--- src/rtl/nfcm_pkg.sv ---
package nfcm_pkg;

    // Frame sequencer states
    typedef enum logic [2:0] {
        FS_IDLE,
        FS_SOF,
        FS_DATA,
        FS_PAR,
        FS_EOF
    } fs_t;

endpackage

--- src/rtl/nfcm_divider.sv ---
// Carrier divider: one free phase counter per bit period, zeroed while idle.
// Its top bit selects the Manchester half; bit SUB_LOG2-1 is the subcarrier.
module nfcm_divider #(
    parameter int BIT_LOG2 = 7,
    parameter int SUB_LOG2 = 4
) (
    input  logic                clk,
    input  logic                rst_n,
    input  logic                run,
    output logic                bit_last,
    output logic                second_half,
    output logic                sub_level
);

    localparam logic [BIT_LOG2-1:0] PH_MAX = {BIT_LOG2{1'b1}};

    logic [BIT_LOG2-1:0] phase;

    always_ff @(negedge clk) begin
        if (!rst_n) begin
            phase <= '0;
        end else if (run) begin
            phase <= phase + 1'b1;
        end else begin
            phase <= '0;
        end
    end

    assign bit_last    = run && (phase == PH_MAX);
    assign second_half = phase[BIT_LOG2-1];
    assign sub_level   = phase[SUB_LOG2-1];

    // Subcarrier phase restarts with every frame
    AST_PHASE_AT_FRAME_START: assert property (@(negedge clk) disable iff (!rst_n)
        $rose(run) |-> (phase == '0));

    // A running count keeps stepping by one carrier cycle
    AST_PHASE_STEPS: assert property (@(negedge clk) disable iff (!rst_n)
        (run && $past(run) && $past(rst_n)) |-> (phase == $past(phase) + 1'b1));

endmodule

--- src/rtl/nfcm_framer.sv ---
// Frame sequencer: start bit, LSB-first data, odd parity, silent end bit.
module nfcm_framer
    import nfcm_pkg::*;
#(
    parameter int DATA_W = 8
) (
    input  logic              clk,
    input  logic              rst_n,
    input  logic              in_valid,
    input  logic [DATA_W-1:0] in_data,
    input  logic              bit_last,
    output logic              in_ready,
    output logic              busy,
    output logic              silent,
    output logic              cur_bit
);

    localparam int CNT_W = (DATA_W > 1) ? $clog2(DATA_W) : 1;
    localparam logic [CNT_W-1:0] LAST_IDX = CNT_W'(DATA_W - 1);

    fs_t               state, nxt;
    logic [DATA_W-1:0] shreg;
    logic              par_acc;
    logic [CNT_W-1:0]  bit_idx;
    logic              take;

    assign take = in_valid && in_ready;

    // Next-state logic
    always_comb begin
        nxt = state;
        unique case (state)
            FS_IDLE: if (take) nxt = FS_SOF;
            FS_SOF:  if (bit_last) nxt = FS_DATA;
            FS_DATA: if (bit_last && bit_idx == LAST_IDX) nxt = FS_PAR;
            FS_PAR:  if (bit_last) nxt = take ? FS_DATA : FS_EOF;
            FS_EOF:  if (bit_last) nxt = FS_IDLE;
        endcase
    end

    // State register
    always_ff @(negedge clk) begin
        if (!rst_n) begin
            state <= FS_IDLE;
        end else begin
            state <= nxt;
        end
    end

    // Byte shifter and parity accumulator
    always_ff @(negedge clk) begin
        if (!rst_n) begin
            shreg   <= '0;
            par_acc <= 1'b0;
            bit_idx <= '0;
        end else if (take) begin
            shreg   <= in_data;
            par_acc <= 1'b1;
            bit_idx <= '0;
        end else if (state == FS_DATA && bit_last) begin
            shreg   <= shreg >> 1;
            par_acc <= par_acc ^ shreg[0];
            bit_idx <= bit_idx + 1'b1;
        end
    end

    // Outputs
    always_comb begin
        in_ready = 1'b0;
        busy     = 1'b1;
        silent   = 1'b0;
        cur_bit  = 1'b0;
        unique case (state)
            FS_IDLE: begin
                in_ready = 1'b1;
                busy     = 1'b0;
                silent   = 1'b1;
            end
            FS_SOF:  cur_bit = 1'b1;
            FS_DATA: cur_bit = shreg[0];
            FS_PAR: begin
                cur_bit  = par_acc;
                in_ready = bit_last;
            end
            FS_EOF:  silent = 1'b1;
        endcase
    end

    AST_SOF_AFTER_TAKE: assert property (@(negedge clk) disable iff (!rst_n)
        (state == FS_IDLE && in_valid) |=> (state == FS_SOF));

    AST_PAR_AFTER_BYTE: assert property (@(negedge clk) disable iff (!rst_n)
        (state == FS_DATA && bit_last && bit_idx == LAST_IDX) |=> (state == FS_PAR));

    AST_HOLD_BYTE: assert property (@(negedge clk) disable iff (!rst_n)
        (state == FS_DATA && !bit_last) |=> $stable(shreg));

    AST_NO_SOF_MIDFRAME: assert property (@(negedge clk) disable iff (!rst_n)
        (state == FS_PAR && bit_last && in_valid) |=> (state == FS_DATA));

    AST_EOF_TO_IDLE: assert property (@(negedge clk) disable iff (!rst_n)
        (state == FS_EOF && bit_last) |=> (state == FS_IDLE));

endmodule

--- src/rtl/nfcm_coder.sv ---
// Manchester placement and on-off keying of the subcarrier.
module nfcm_coder (
    input  logic silent,
    input  logic cur_bit,
    input  logic second_half,
    input  logic sub_level,
    output logic mod_out
);

    logic half_active;

    // A one is active in the first half, a zero in the second
    assign half_active = cur_bit ^ second_half;
    assign mod_out     = !silent && half_active && sub_level;

endmodule

--- src/rtl/nfcm_tx.sv ---
module nfcm_tx #(
    parameter int DATA_W   = 8,
    parameter int BIT_LOG2 = 7,
    parameter int SUB_LOG2 = 4
) (
    input  logic              clk,
    input  logic              rst_n,
    input  logic              tx_valid,
    input  logic [DATA_W-1:0] tx_data,
    output logic              tx_ready,
    output logic              mod_out
);

    logic busy;
    logic silent;
    logic cur_bit;
    logic bit_last;
    logic second_half;
    logic sub_level;

    nfcm_framer #(
        .DATA_W (DATA_W)
    ) u_framer (
        .clk      (clk),
        .rst_n    (rst_n),
        .in_valid (tx_valid),
        .in_data  (tx_data),
        .bit_last (bit_last),
        .in_ready (tx_ready),
        .busy     (busy),
        .silent   (silent),
        .cur_bit  (cur_bit)
    );

    nfcm_divider #(
        .BIT_LOG2 (BIT_LOG2),
        .SUB_LOG2 (SUB_LOG2)
    ) u_div (
        .clk         (clk),
        .rst_n       (rst_n),
        .run         (busy),
        .bit_last    (bit_last),
        .second_half (second_half),
        .sub_level   (sub_level)
    );

    nfcm_coder u_coder (
        .silent      (silent),
        .cur_bit     (cur_bit),
        .second_half (second_half),
        .sub_level   (sub_level),
        .mod_out     (mod_out)
    );

    // Idle with nothing offered stays quiet
    AST_IDLE_QUIET: assert property (@(negedge clk) disable iff (!rst_n)
        (tx_ready && !tx_valid && !mod_out) |=> !mod_out);

    // Subcarrier only appears once the block has left idle
    AST_OUT_NEEDS_FRAME: assert property (@(negedge clk) disable iff (!rst_n)
        mod_out |-> !$past(tx_ready) || $past(mod_out) || busy);

endmodule

--- config.mk ---
export PLATFORM = sky130hd
export DESIGN_NAME = nfcm_tx
export DESIGN_NICKNAME = d
export VERILOG_FILES = /design/src/rtl/nfcm_pkg.sv /design/src/rtl/nfcm_divider.sv /design/src/rtl/nfcm_framer.sv /design/src/rtl/nfcm_coder.sv /design/src/rtl/nfcm_tx.sv
export SDC_FILE = /design/constraint.sdc
export NUM_CORES = 1
export LEC_CHECK = 0
export ABC_AREA = 1
export CAP_MARGIN = 20
export CELL_PAD_IN_SITES_DETAIL_PLACEMENT = 0
export CELL_PAD_IN_SITES_GLOBAL_PLACEMENT = 1
export CORE_MARGIN = 2
export CORE_UTILIZATION = 25
export CTS_BUF_LIST = sky130_fd_sc_hd__clkbuf_16
export DETAILED_ROUTE_END_ITERATION = 10
export PLACE_DENSITY = 0.58
export SLEW_MARGIN = 15
export SYNTH_ARGS = -nofsm -noshare
export SYNTH_HDL_FRONTEND = slang
export SYNTH_HIERARCHICAL = 1
export SYNTH_SLANG_ARGS = --single-unit
--- constraint.sdc ---
create_clock -name clk -period 3.2 [get_ports clk]
set_input_delay 0.64 -clock clk [delete_from_list [all_inputs] [get_ports clk]]
set_output_delay 0.64 -clock clk [all_outputs]
set_load 0.01 [all_outputs]
==> impl_metrics.tcl <==
set metrics [dict create \
    layout-drive-gt1-share 0.275 \
    ios 13 \
    clkPwrFrac 0.275 \
    p_leak_uw 0.000945 \
    ant_nets 0 \
    syn_area_per_cell_um2 6.74 \
    synth.yosys.seq_area_share 0.353 \
    netlist_instances 185 \
    antenna_found_initial 0 \
    cts_made_buffers 3 \
    crit_type "reg -> out" \
    synthesis.area_um2 1250 \
    track_usage 0.120 \
    intPower_uw 799 \
    drv_cap 0 \
    cp_cell_sequence "ha_4 -> nand2_4 -> nor2_4 -> nand2_2 -> nor2_2 -> nand4_1 -> nand2_4 -> buf_6" \
    ys_seq_elements 22 \
    cp_data_arrival_time_ps 3150 \
    place_congestion 0.892 \
    vias_per_cell 4.34 \
    cp_common_cell "nand2_4" \
    synth_edf_count 0 \
    vias 1362 \
    cp-end-kind "output pin" \
    synth_top_area_frac 0.353 \
    drc 0 \
    switching_share 0.393 \
    synthesis.nets 199 \
    grt_pass1_vias 1323 \
    fillCellCount 533 \
    n_antenna_cell 0 \
    dp_hpwl_mm 2.34 \
    die_h_um 74.6 \
    fin_skew_ps 11.7 \
    async_reset_ff_frac 0 \
    combPwrFrac 0.410 \
    clock_path_buffers 2 \
    fin_setup_tns_ps -944 \
    fin_area_um2 1870 \
    grt_pass1_wl_mm 5.25 \
    setup_viol 2 \
    worst_hold_slack_ps 460 \
    switching_power_uw 518 \
    finish.utilization 0.392 \
    cpMaxStageDelayCell "dfxtp_2" \
    rsz0062_at_grt "true" \
    std_cell_rows 25 \
    synth.most_common_cell "nand2_1" \
    peakVddDrop_mv 0.254 \
    cts_tree "done" \
    synth-main-ff-cell "dfxtp_1" \
    p_per_area_nw_per_um2 706 \
    ys_types 22 \
    synth_area_leaders "dfxtp_1, nand2_1, nand3_1, nor2_1, inv_1" \
    first_pass_iters 4 \
    cp_max_fo 2 \
    cts-root-buf "clkbuf_16" \
    area_delta_synth_final_pct 49.7 \
    start_kind "flip-flop" \
    violations "setup timing" \
    yosysWarnings 6 \
    dieArea_um2 5570 \
    clk_latency_ps 340 \
    dp_slack_ps -730 \
    worst_slack_ps -591 \
    clock_sinks 22 \
    hold_class "reg -> reg" \
    maxSlewViolCount 0 \
    path_clk_slew_ps 30 \
    start_util 0.262 \
    synthTopCellsByCount "nand2_1, nor2_1, dfxtp_1, inv_1, nand3_1" \
    worstPathRequired_ps 2560 \
    drt_iter0_drc 59 \
    portBuffers 12 \
    die_w_um 74.6 \
    wl_per_cell_um 10.0 \
    cts_max_level 1 \
    grt-ovfl-total 0 \
    placed_cell_area_um2 1610 \
    max_stage_delay_ps 350 \
    wl_mm 3.14 \
    power_frac_seq 0.316 \
    cts_hold_buf 0 \
    core_um2 4750 \
    status "complete, but fails checks" \
    relSlewSlack 0.792 \
    hold_viol_final 0 \
    grt_max_degree 19 \
    nNetsFinal 263 \
    tightest_slew_ps 312 \
    synth_top_cell_by_area "dfxtp_1" \
]
## power groups by stage
stage | Clock (uW) | Sequential [uW] | Combinational (uW)
5_1_grt | 415 | 425 | 606
2_1_floorplan | 46.1 | 395 | 350
4_1_cts | 384 | 408 | 540
3_3_place_gp | 46.1 | 399 | 509
3_5_place_dp | 46.1 | 403 | 519
6_report | 362 | 416 | 540
## sequential cells by signal, indices dropped and copies added, names as in the netlist
name / cells
u_div/phase: 7
u_framer/par_acc: 1
u_framer/bit_idx: 3
u_framer/state: 3
u_framer/shreg: 8
## final timing paths
check	start	to	slack (ps)	cells past startpoint
max	u_div/phase[1]	tx_ready	-590	8
min	u_framer/bit_idx[1]	u_framer/bit_idx[1]	460	2
min reg2reg	u_framer/bit_idx[1]	u_framer/bit_idx[1]	460	2
max reg2reg	u_div/phase[1]	u_framer/shreg[6]	1340	11
## per-stage QoR
step / total power [uW] / instances
after floorplan: 791 / 185
after global placement: 954 / 284
after detailed placement: 968 / 284
after CTS: 1330 / 311
after global routing: 1450 / 314
final: 1320 / 314
## cells in the final DEF, fill, tap and decap left out
cell             Yosys  routed
a21oi_1             14      14
buf_2                0       1
buf_4                1      31
buf_6                2       1
clkbuf_16            0       3
clkdlybuf4s50_1      0      10
dfxtp_1             22      17
dfxtp_2              0       2
dfxtp_4              0       3
ha_1                 3       2
ha_4                 0       1
inv_1               22      42
inv_2                3       3
nand2_1             55      51
nand2_2              3       5
nand2_4              1       3
nand2_8              1       1
nand3_1             21      17
nand3_2              3       7
nand3b_1             2       2
nand4_1              1       1
nor2_1              23      19
nor2_2               1       3
nor2_4               2       4
o21a_1               1       1
o21ai_0              2       2
xnor2_1              1       1
## repair_timing
| item | in CTS | in global routing |
|---|---|---|
| gates resized for setup | 17 | 8 |
| setup endpoints to repair | 2 | 2 |
| buffers inserted | 4 | 3 |
| pin swaps | 10 | 6 |
| hold endpoints to repair | 0 | 0 |
## kinds of logic after synthesis
group / share of synthesized area
adder cells (fa/ha/maj): 0.0301
buffers and inverters: 0.115
AND/OR/NAND/NOR: 0.424
XOR/XNOR: 0.00703
flip-flops: 0.353
AO/OA/AOI/OAI: 0.0703
## critical path: cells and delay by family (launching register included)
| family | cells | cell delay (ps) |
|---|---|---|
| adder cells (fa/ha/maj) | 1 | 150 |
| buffers and inverters | 1 | 100 |
| flip-flops | 1 | 350 |
| AND/OR/NAND/NOR | 6 | 620 |
## per-layer routing
metal,wire [um],global-route usage,part of all wire,vias to the layer above
met5,0,0,0,-
met1,1440,0.138,0.46,630
met4,44,0.0595,0.014,0
li1,-,-,-,705
met3,81,0.0379,0.026,4
met2,1570,0.200,0.50,23
## area by class of cell
class / instances / area, um^2 / share of cell area
repair buffers: 43 / 349 / 0.187
inverters: 23 / 86.3 / 0.0463
clock inverters: 22 / 82.6 / 0.0443
flip-flops and latches: 22 / 454 / 0.243
multi-input cells: 134 / 734 / 0.394
well taps: 67 / 83.8 / 0.0449
clock buffers: 3 / 75.1 / 0.0402
No activity file was read; power rests on OpenSTA's default activity.
